[config.mk]
export PLATFORM = sky130hd
export DESIGN_NAME = prio_irq_ctrl
export DESIGN_NICKNAME = d
export VERILOG_FILES = /design/src/rtl/irqc_pkg.sv /design/src/rtl/irqc_sync.sv /design/src/rtl/irqc_pend_cell.sv /design/src/rtl/irqc_prio.sv /design/src/rtl/prio_irq_ctrl.sv
export SDC_FILE = /design/constraint.sdc
export NUM_CORES = 1
export LEC_CHECK = 0
export BUFFER_PORTS_ARGS = -buffer_cell sky130_fd_sc_hd__buf_2
export CAP_MARGIN = 20
export CORE_ASPECT_RATIO = 1.2
export CORE_MARGIN = 5
export CORE_UTILIZATION = 60
export DETAILED_ROUTE_END_ITERATION = 16
export MAX_ROUTING_LAYER = met4
export PLACE_DENSITY_LB_ADDON = 0.15
export SLEW_MARGIN = 30
export SYNTH_ARGS = -nofsm -noshare
export SYNTH_HDL_FRONTEND = slang
export SYNTH_SLANG_ARGS = --single-unit
export TNS_END_PERCENT = 30
[constraint.sdc]
create_clock -name clk -period 3 [get_ports clk]
set_clock_uncertainty 0.15 [all_clocks]
set_input_delay 0.45 -clock clk [delete_from_list [all_inputs] [get_ports clk]]
set_output_delay 0.45 -clock clk [all_outputs]
set_load 0.02 [all_outputs]
[src/rtl/irqc_pkg.sv]
package irqc_pkg;
   typedef enum logic [2:0] {
      RA_ENABLE = 3'd0,
      RA_MODE   = 3'd1,
      RA_SENSE  = 3'd2,
      RA_PEND   = 3'd3,
      RA_CLEAR  = 3'd4
   } reg_addr_e;
endpackage

[src/rtl/irqc_sync.sv]
module irqc_sync #(
   parameter int WIDTH  = 16,
   parameter int STAGES = 2
) (
   input  logic             clk,
   input  logic             rst_n,
   input  logic [WIDTH-1:0] d,
   output logic [WIDTH-1:0] q
);
   if (STAGES < 2) begin : g_bad_stages
      $error("irqc_sync: STAGES must be at least 2");
   end

   logic [STAGES-1:0][WIDTH-1:0] chain;

   for (genvar s = 0; s < STAGES; s++) begin : g_stage
      always_ff @(posedge clk) begin
         if (!rst_n)      chain[s] <= '0;
         else if (s == 0) chain[s] <= d;
         else             chain[s] <= chain[(s == 0) ? 0 : s-1];
      end
   end

   assign q = chain[STAGES-1];
endmodule

[src/rtl/irqc_pend_cell.sv]
module irqc_pend_cell (
   input  logic clk,
   input  logic rst_n,
   input  logic line_sync,
   input  logic edge_mode,
   input  logic act_low,
   input  logic clr,
   output logic pend
);
   logic live, prev_q, latch_q, rise;

   assign live = line_sync ^ act_low;
   assign rise = live & ~prev_q;

   always_ff @(posedge clk) begin
      if (!rst_n) begin
         prev_q  <= 1'b0;
         latch_q <= 1'b0;
      end else begin
         prev_q  <= live;
         latch_q <= edge_mode & (rise | (latch_q & ~clr));
      end
   end

   assign pend = edge_mode ? latch_q : live;

   p_edge_hold_r5: assert property (@(posedge clk) disable iff (!rst_n)
      edge_mode && latch_q && !clr |=> latch_q);
   p_w1c_clear_r6: assert property (@(posedge clk) disable iff (!rst_n)
      edge_mode && clr && !rise |=> !latch_q);
   p_edge_wins_r11: assert property (@(posedge clk) disable iff (!rst_n)
      edge_mode && rise |=> latch_q);
endmodule

[src/rtl/irqc_prio.sv]
module irqc_prio #(
   parameter int N     = 16,
   parameter int IDX_W = 4
) (
   input  logic [N-1:0]     act,
   output logic             any,
   output logic [IDX_W-1:0] win
);
   always_comb begin
      any = 1'b0;
      win = '0;
      for (int i = 0; i < N; i++) begin
         if (act[i]) begin
            any = 1'b1;
            win = IDX_W'(i);
         end
      end
   end
endmodule

[src/rtl/prio_irq_ctrl.sv]
module prio_irq_ctrl
   import irqc_pkg::*;
#(
   parameter int N_SRC       = 16,
   parameter int SYNC_STAGES = 2,
   parameter int VEC_BASE    = 32,
   parameter int VEC_W       = 8
) (
   input  logic             clk,
   input  logic             rst_n,
   input  logic [N_SRC-1:0] irq_src,
   input  logic             bus_sel,
   input  logic             bus_wr,
   input  logic [2:0]       bus_addr,
   input  logic [N_SRC-1:0] bus_wdata,
   output logic [N_SRC-1:0] bus_rdata,
   output logic             irq_req,
   output logic [VEC_W-1:0] irq_vec,
   input  logic             irq_ack
);
   localparam int IDX_W = (N_SRC > 1) ? $clog2(N_SRC) : 1;

   if (N_SRC < 1 || N_SRC > 16) begin : g_bad_n
      $error("prio_irq_ctrl: N_SRC must be 1..16");
   end
   if (VEC_BASE + N_SRC > (1 << VEC_W)) begin : g_bad_vec
      $error("prio_irq_ctrl: vector range does not fit VEC_W");
   end

   logic [N_SRC-1:0] en_q, mode_q, sense_q;
   logic [N_SRC-1:0] line_s, pend, act, sw_clr, ack_clr, clr;
   logic [IDX_W-1:0] win;
   logic             wr_en;

   assign wr_en = bus_sel && bus_wr;

   always_ff @(posedge clk) begin
      if (!rst_n) begin
         en_q    <= '0;
         mode_q  <= '0;
         sense_q <= '0;
      end else if (wr_en) begin
         case (reg_addr_e'(bus_addr))
            RA_ENABLE: en_q    <= bus_wdata;
            RA_MODE:   mode_q  <= bus_wdata;
            RA_SENSE:  sense_q <= bus_wdata;
            default: ;
         endcase
      end
   end

   always_comb begin
      case (reg_addr_e'(bus_addr))
         RA_ENABLE: bus_rdata = en_q;
         RA_MODE:   bus_rdata = mode_q;
         RA_SENSE:  bus_rdata = sense_q;
         RA_PEND:   bus_rdata = pend;
         default:   bus_rdata = '0;
      endcase
   end

   irqc_sync #(.WIDTH(N_SRC), .STAGES(SYNC_STAGES)) u_sync (
      .clk(clk), .rst_n(rst_n), .d(irq_src), .q(line_s));

   assign sw_clr  = (wr_en && reg_addr_e'(bus_addr) == RA_CLEAR) ? bus_wdata : '0;
   assign ack_clr = (irq_ack && irq_req) ? (N_SRC'(1) << win) : '0;
   assign clr     = sw_clr | ack_clr;

   for (genvar i = 0; i < N_SRC; i++) begin : g_cell
      irqc_pend_cell u_cell (
         .clk(clk), .rst_n(rst_n), .line_sync(line_s[i]),
         .edge_mode(mode_q[i]), .act_low(sense_q[i]),
         .clr(clr[i]), .pend(pend[i]));
   end

   assign act = pend & en_q;

   irqc_prio #(.N(N_SRC), .IDX_W(IDX_W)) u_prio (
      .act(act), .any(irq_req), .win(win));

   assign irq_vec = VEC_W'(VEC_BASE) + VEC_W'(win);

   p_top_winner_r2: assert property (@(posedge clk) disable iff (!rst_n)
      irq_req |-> ((act >> win) == N_SRC'(1)));
   p_masked_quiet_r3: assert property (@(posedge clk) disable iff (!rst_n)
      (act == '0) |-> !irq_req);
   p_vec_range_r8: assert property (@(posedge clk) disable iff (!rst_n)
      irq_req |-> (irq_vec >= VEC_W'(VEC_BASE)) &&
                  (irq_vec <= VEC_W'(VEC_BASE + N_SRC - 1)));
endmodule

==> results.md, run 1 <==
* Initial antenna violation count at 0
* Initial core utilization at 60.9%
* Worst path required time at between 2000 and 2500 ps
* Iteration-0 DRC count of the detailed router at ~400
* Overall via count from detail_route at ~4,600
* CTS max path bufs at 2
* Setup WS pre-CTS at roughly 530 ps
* Die H at roughly 110 um
* Worst-path clk slew at approximately 110 ps
* Crit-path slowest cell: dfxtp_1
* Post-synthesis average cell area at about 8.4 sq um
* Ratio of cells with drive above 1 in the final layout at between 15 and 20%
* DR WL/cell at between 15 and 20 um
* F_max at ~350 MHz
* CP Capture Type: primary output
* Final worst setup slack at approximately 140 ps
* Worst slew pin tran at between 500 and 600 ps
* Antenna Cells at 0
* Final Non-Filler Cells at between 700 and 800
* First-pass GRT wire length at between 20,000 and 25,000 um
* Crit-path leading delay family: compound AO/OA/AOI/OAI gates
* Worst Hold Class: in -> reg
* Post-synth EDFFs at 0
* Pin count of the biggest net entering global routing at between 40 and 50
* Hold-critical path depth at 2
* Min-delay src: irq_src[9]
* End of the critical path: irq_vec[1]
* Die width at 94.6 um
* Unique masters post-synth at slightly above 50
* Setup TNS Final at 0 ps
* Status: finished, final reports clean
* Final core occ at ~70%
* Gpl congestion at around 0.91
* Tcrit/Tclk final at a little over nine tenths
* CTS Sinks at between 100 and 150
* Fill count at ~710
* Cell area after synthesis at ~5200 sq um
* Number of global-route vias before repair at around 4,400
* Worst r2r dst: g_cell[6].u_cell.latch_q
* Yosys warning count at 0
* Critical path arrival at around 2300 ps
* GR Util All Layers at a little over a quarter
* H-tree level count at 3
* Routed WL at 13,500 um
* Seq/Total Area, Yosys at approximately 43%
* VDD IR max at ~0.30 mV
* Vias/cell at 5.74
* Max Fanout on Critical Path at 7
* DIE AREA at around 11,000 sq um
* Post-CTS Hold Fix Bufs at 0
* Leak at 2.34 nW
* Post-synthesis async set-or-reset flop share at 0%
* Critical path type: reg -> out
* #FFs+latches synth at around 110
* CP Launch Point: sense_q[6]
* Critical R2R Launch: sense_q[6]
* Setup repair after global routing missed its margin: no
* # IOs at 65
* Final Net Count at approximately 710
* Final worst path period need at around 2900 ps
* Max incr delay on CP at 390 ps
* Max Cap Viol at 0
* Endpoints failing hold at 0
* Remaining Overflow, GRT at 0
* Hold_ws at approximately 110 ps
* Hpwl dp at ~9000 um
* Post-Synthesis Cells at approximately 610
* Worst setup SP type: flip-flop
* DRC errors left at 0
* Row count at 37
* Clock Latency Late Sink at about 380 ps
* Final Max Slew Viols at 0
* Power per cell area at 447 nW/um^2
* Setup violators final at 0
* Ys flop type: dfxtp_1
* Relative max-transition margin at slightly above 60%
* Total CTS buffers at 9
* Antenna viol nets, final at 0
* Pre-antenna DRT Iters at 6
* CTS root buf: clkbuf_8
* Cell count after placement at between 700 and 800
* Syn-to-layout area delta at 13.4%
* Core ar. at 8470 sq um
* CTS tree: yes
* Worst r2r path cells at 8
* R2r setup slk at about 620 ps
* CP Cell Sequence: xor2_1, o211ai_1, buf_4, and4_4, a211oi_4, or2_2, buf_2
* Worst Path Buf+Inv at 2
* Crit. path cell count at 7
* Buffers on Ports at 60
cells in the mapped netlist (2+ instances only):
cell type,n,area share (%)
clkbuf_1,27,2.0
or3_1,2,0.24
nand2b_1,16,1.9
o21ai_1,6,0.58
nor3b_1,2,0.29
buf_4,4,0.58
buf_2,2,0.19
dfxtp_1,112,43
a21boi_0,48,7.0
a21boi_1,3,0.44
a21oi_1,25,2.4
nand4_1,3,0.36
or2b_1,2,0.29
nor2b_1,7,0.85
a311oi_1,2,0.34
xor2_1,14,2.4
o22ai_1,17,2.1
and2_1,50,6.1
o211ai_1,13,1.9
nor3_1,3,0.29
nand3_1,18,1.7
o21ai_0,19,1.8
or2_2,2,0.24
o31a_1,2,0.34
nand3b_1,2,0.29
inv_1,5,0.36
a211oi_1,2,0.29
o211ai_2,4,0.97
mux2i_1,17,3.3
o211a_1,4,0.78
and3_1,2,0.24
buf_1,3,0.22
conb_1,2,0.15
nor2_1,29,2.1
a221o_1,6,1.2
nand2_1,121,8.8
xor2_2,2,0.63
layout by cell type, fill, tap and decap left out, drive strengths merged, types with 2 or more instances in the layout:
cell    count
nand2b     16
xor2       16
buf        82
and3        2
clkinv      3
o31a        2
nand4       3
or3         2
nor2b       7
nor3b       2
clkbuf     10
nor2       29
or2b        2
inv         8
o211a       4
a211oi      3
mux2i      17
a311oi      2
a221o       6
a21boi     51
nand2     121
o211ai     17
nor3        3
and4        2
o22ai      17
or2         2
conb        4
and2       50
o21ai      25
dfxtp     112
nand3b      2
a21oi      25
nand3      18
flip-flops by register name (all words and copies together) (netlist names):
register               cells
g_cell.u_cell.prev_q      16
en_q                      16
sense_q                   16
g_cell.u_cell.latch_q     16
u_sync.q                  16
u_sync.chain              16
mode_q                    16
power breakdown:
part | switching, mW | internal, mW | leakage [nW]
clock | 0.528 | 0.316 | 0.0931
combinational | 0.137 | 0.0893 | 1.34
sequential | 0.0192 | 1.52 | 0.911
layout make-up:
cell class | count | area, sq um | share of cell area [%]
Clock inverter | 6 | 51.3 | 0.877
Multi-Input combinational cell | 461 | 2790 | 47.6
Timing Repair Buffer | 82 | 478 | 8.17
Inverter | 5 | 18.8 | 0.321
Clock buffer | 10 | 128 | 2.18
Tap cell | 117 | 146 | 2.50
Sequential cell | 112 | 2240 | 38.3
routing by layer:
metal	GRT usage [%]	share of wire (%)	wire length [um]
met1	34.5	44	5880
met2	42.5	48	6440
met3	5.61	6.2	840
met4	8.85	2.2	294
met5	-	0	0
logic make-up (layout without fill, tap and decap cells):
kind of cell              count (synthesis)  after routing  share of synthesized area (%)
other                                     2              4                          0.146
AOI/OAI and AO/OA                       158            158                           21.8
xor gates and xnor gates                 16             16                           3.01
DFF                                     112            112                           43.5
and+or+nand+nor                         266            266                           25.0
buffers and inverters                    41            103                           3.32
muxes                                    17             17                           3.30
how the worst min path moves through the flow:
stage                                           to
after floorplan           g_cell[0].u_cell.latch_q
after global placement    g_cell[0].u_cell.latch_q
after detailed placement  g_cell[4].u_cell.latch_q
after CTS                          u_sync.chain[9]
after global routing               u_sync.chain[1]
final                              u_sync.chain[9]
through the flow:
step | power (mW) | cell area (sq um)
after floorplan | 1.71 | 5170
after global placement | 1.79 | 5630
after detailed placement | 1.80 | 5630
after CTS | 2.62 | 5800
after global routing | 2.72 | 5850
final | 2.61 | 5850
repair_timing:
item	CTS	global route
endpoints found under the setup margin	0	2
buffers inserted	0	3
gates resized for setup	0	5
Note: power is estimated with default switching activity, not from simulation.
==> inputs of run 2 (changes only) <==
--- a/config.mk
+++ b/config.mk
@@ -7,9 +7,11 @@
 export LEC_CHECK = 0
 export BUFFER_PORTS_ARGS = -buffer_cell sky130_fd_sc_hd__buf_2
 export CAP_MARGIN = 20
+export CELL_PAD_IN_SITES_DETAIL_PLACEMENT = 1
+export CELL_PAD_IN_SITES_GLOBAL_PLACEMENT = 1
 export CORE_ASPECT_RATIO = 1.2
 export CORE_MARGIN = 5
-export CORE_UTILIZATION = 60
+export CORE_UTILIZATION = 47
 export DETAILED_ROUTE_END_ITERATION = 16
 export MAX_ROUTING_LAYER = met4
 export PLACE_DENSITY_LB_ADDON = 0.15
==> run 2 against run 1 <==
Against the previous run: power increased by 15%; first-iteration DRC count decreased by 54%; register-to-register slack got worse by 190 ps; critical path depth increased by 1; hold slack improved by 32 ps; sequential power about the same; sequential share of layout area decreased by 0.72 points; wire length increased by 16%; flip-flop and latch count unchanged; global-route usage decreased by 2.6 points; maximum frequency decreased by 2.2%; highest routed layer unchanged.
==> results.md, run 2 (same netlist as run 1, synthesis figures left out) <==
* Fill count at 1,313
* Initial antenna violation count at 0
* Power per cell area at between 500 and 600 nW/um^2
* Setup WS pre-CTS at 492 ps
* First-pass GRT wire length at approximately 25,000 um
* Die width at around 110 um
* DRC errors left at 0
* Top Usage Layer GRT: met2
* Gpl congestion at between 0.8 and 0.9
* Final worst path period need at slightly below 3000 ps
* Design Power at 3.01 mW
* Worst-path clk slew at ~80 ps
* Row count at 42
* Relative max-transition margin at roughly two thirds
* Worst path required time at ~2400 ps
* Post-CTS Hold Fix Bufs at 0
* Hold_ws at between 100 and 150 ps
* CTS max path bufs at 2
* # IOs at 65
* Met1 Track Usage GR at between 20% and 30%
* Met3 global-route usage at under 10%
* Min-delay src: irq_src[1]
* Iteration-0 DRC count of the detailed router at around 180
* F_max at 342 MHz
* Overall via count from detail_route at ~4,600
* Total CTS buffers at 9
* Hold-critical path depth at 2
* Core ar. at approximately 11,000 sq um
* Worst r2r dst: g_cell[8].u_cell.latch_q
* Setup TNS Final at 0 ps
* Critical R2R Launch: sense_q[15]
* Final instance area at between 5000 and 6000 sq um
* Critical path arrival at 2330 ps
* Leak at 2.37 nW
* Cell count after placement at about 800
* Critical path type: reg -> out
* Tcrit/Tclk final at a little over nine tenths
* Initial core utilization at a little under half
* Max Cap Viol at 0
* VDD IR max at 0.245 mV
* Vias/cell at 5.76
* Final worst setup slack at 72.8 ps
* CP Capture Type: primary output
* Ratio of cells with drive above 1 in the final layout at between 10% and 20%
* Syn-to-layout area delta at 15.6%
* Buffers on Ports at 60
* Met2 usage at 42.4%
* Worst Hold End: u_sync.chain[1]
* Number of global-route vias before repair at approximately 4,900
* Multi-input logic area at around 2800 sq um
* R2r setup slk at about 430 ps
* Max Fanout on Critical Path at 4
* CTS tree: yes
* Worst Hold Class: in -> reg
* Pin count of the biggest net entering global routing at 57
* Final core occ at 54.8%
* Antenna viol nets, final at 0
* Die H at approximately 120 um
* CTS root buf: clkbuf_16
* H-tree level count at 3
* DR WL/cell at approximately 19 um
* Final Net Count at slightly above 700
* Worst setup SP type: flip-flop
* Antenna Cells at 0
* Commonest cells after routing, fill and taps aside: 121 x nand2_1, 112 x dfxtp_1, 60 x buf_2
* Final Max Slew Viols at 0
* Final Non-Filler Cells at ~800
* Commonest non-fill, non-tap cell in the layout: nand2_1
* Worst r2r path cells at 7
* Endpoints failing hold at 0
* Pre-antenna DRT Iters at 4
* CTS Sinks at 112
* Placed Area at around 5600 sq um
* DIE AREA at between 10,000 and 15,000 sq um
* Worst slew pin tran at ~510 ps
* Remaining Overflow, GRT at 0
* GR Util All Layers at around a quarter
* Hpwl dp at 10,700 um
* Reg area at 2240 sq um
* Status: finished, final reports clean
* Clock Latency Late Sink at 360 ps
* Setup violators final at 0
* Routed WL at 15,600 um
## run 2: layer usage
metal,wire [um],share of wire (%),vias to the layer above
met2,7940,51,116
met4,358,2.3,0
met1,6600,42,2260
met5,0,0,-
li1,-,-,2211
met3,696,4.5,30
## run 2: power by group
group | leakage, nW | internal, mW | switching (mW) | total (mW)
Sequential | 0.911 | 1.52 | 0.0198 | 1.54
Combinational | 1.31 | 0.0884 | 0.142 | 0.231
Clock | 0.151 | 0.658 | 0.581 | 1.24
Total | 2.37 | 2.27 | 0.743 | 3.01
## run 2: how the worst max path moves through the flow
stage                start      endpoint  slack (ps)  cells after the start
4_1_cts         sense_q[5]    irq_vec[0]          90                      8
2_1_floorplan  bus_addr[1]  bus_rdata[0]         660                      6
5_1_grt        sense_q[15]       irq_req         -20                      7
6_report        sense_q[5]    irq_vec[0]          70                      8
3_3_place_gp   sense_q[13]       irq_req         530                      7
3_5_place_dp   sense_q[13]       irq_req         490                      7
## run 2: critical path: stages, from the launching register on
cell	delay, ps
dfxtp_1	360
xor2_2	200
o211ai_1	440
o211ai_1	220
a21oi_1	270
o31ai_1	120
nand2_1	90
nand2_1	80
buf_2	200
## run 2: cell type report
type	count	area share, %
clock buffers	9	3.78
flip-flops and latches	112	37.6
inverters	5	0.315
clock inverters	7	1.26
repair buffers	76	7.68
multi-input cells	461	46.6
well taps	132	2.77
## run 2: repair_timing
action | 4_1_cts | 5_1_grt
setup buffers | 0 | 2
endpoints found under the setup margin | 0 | 2
gates resized for setup | 0 | 2
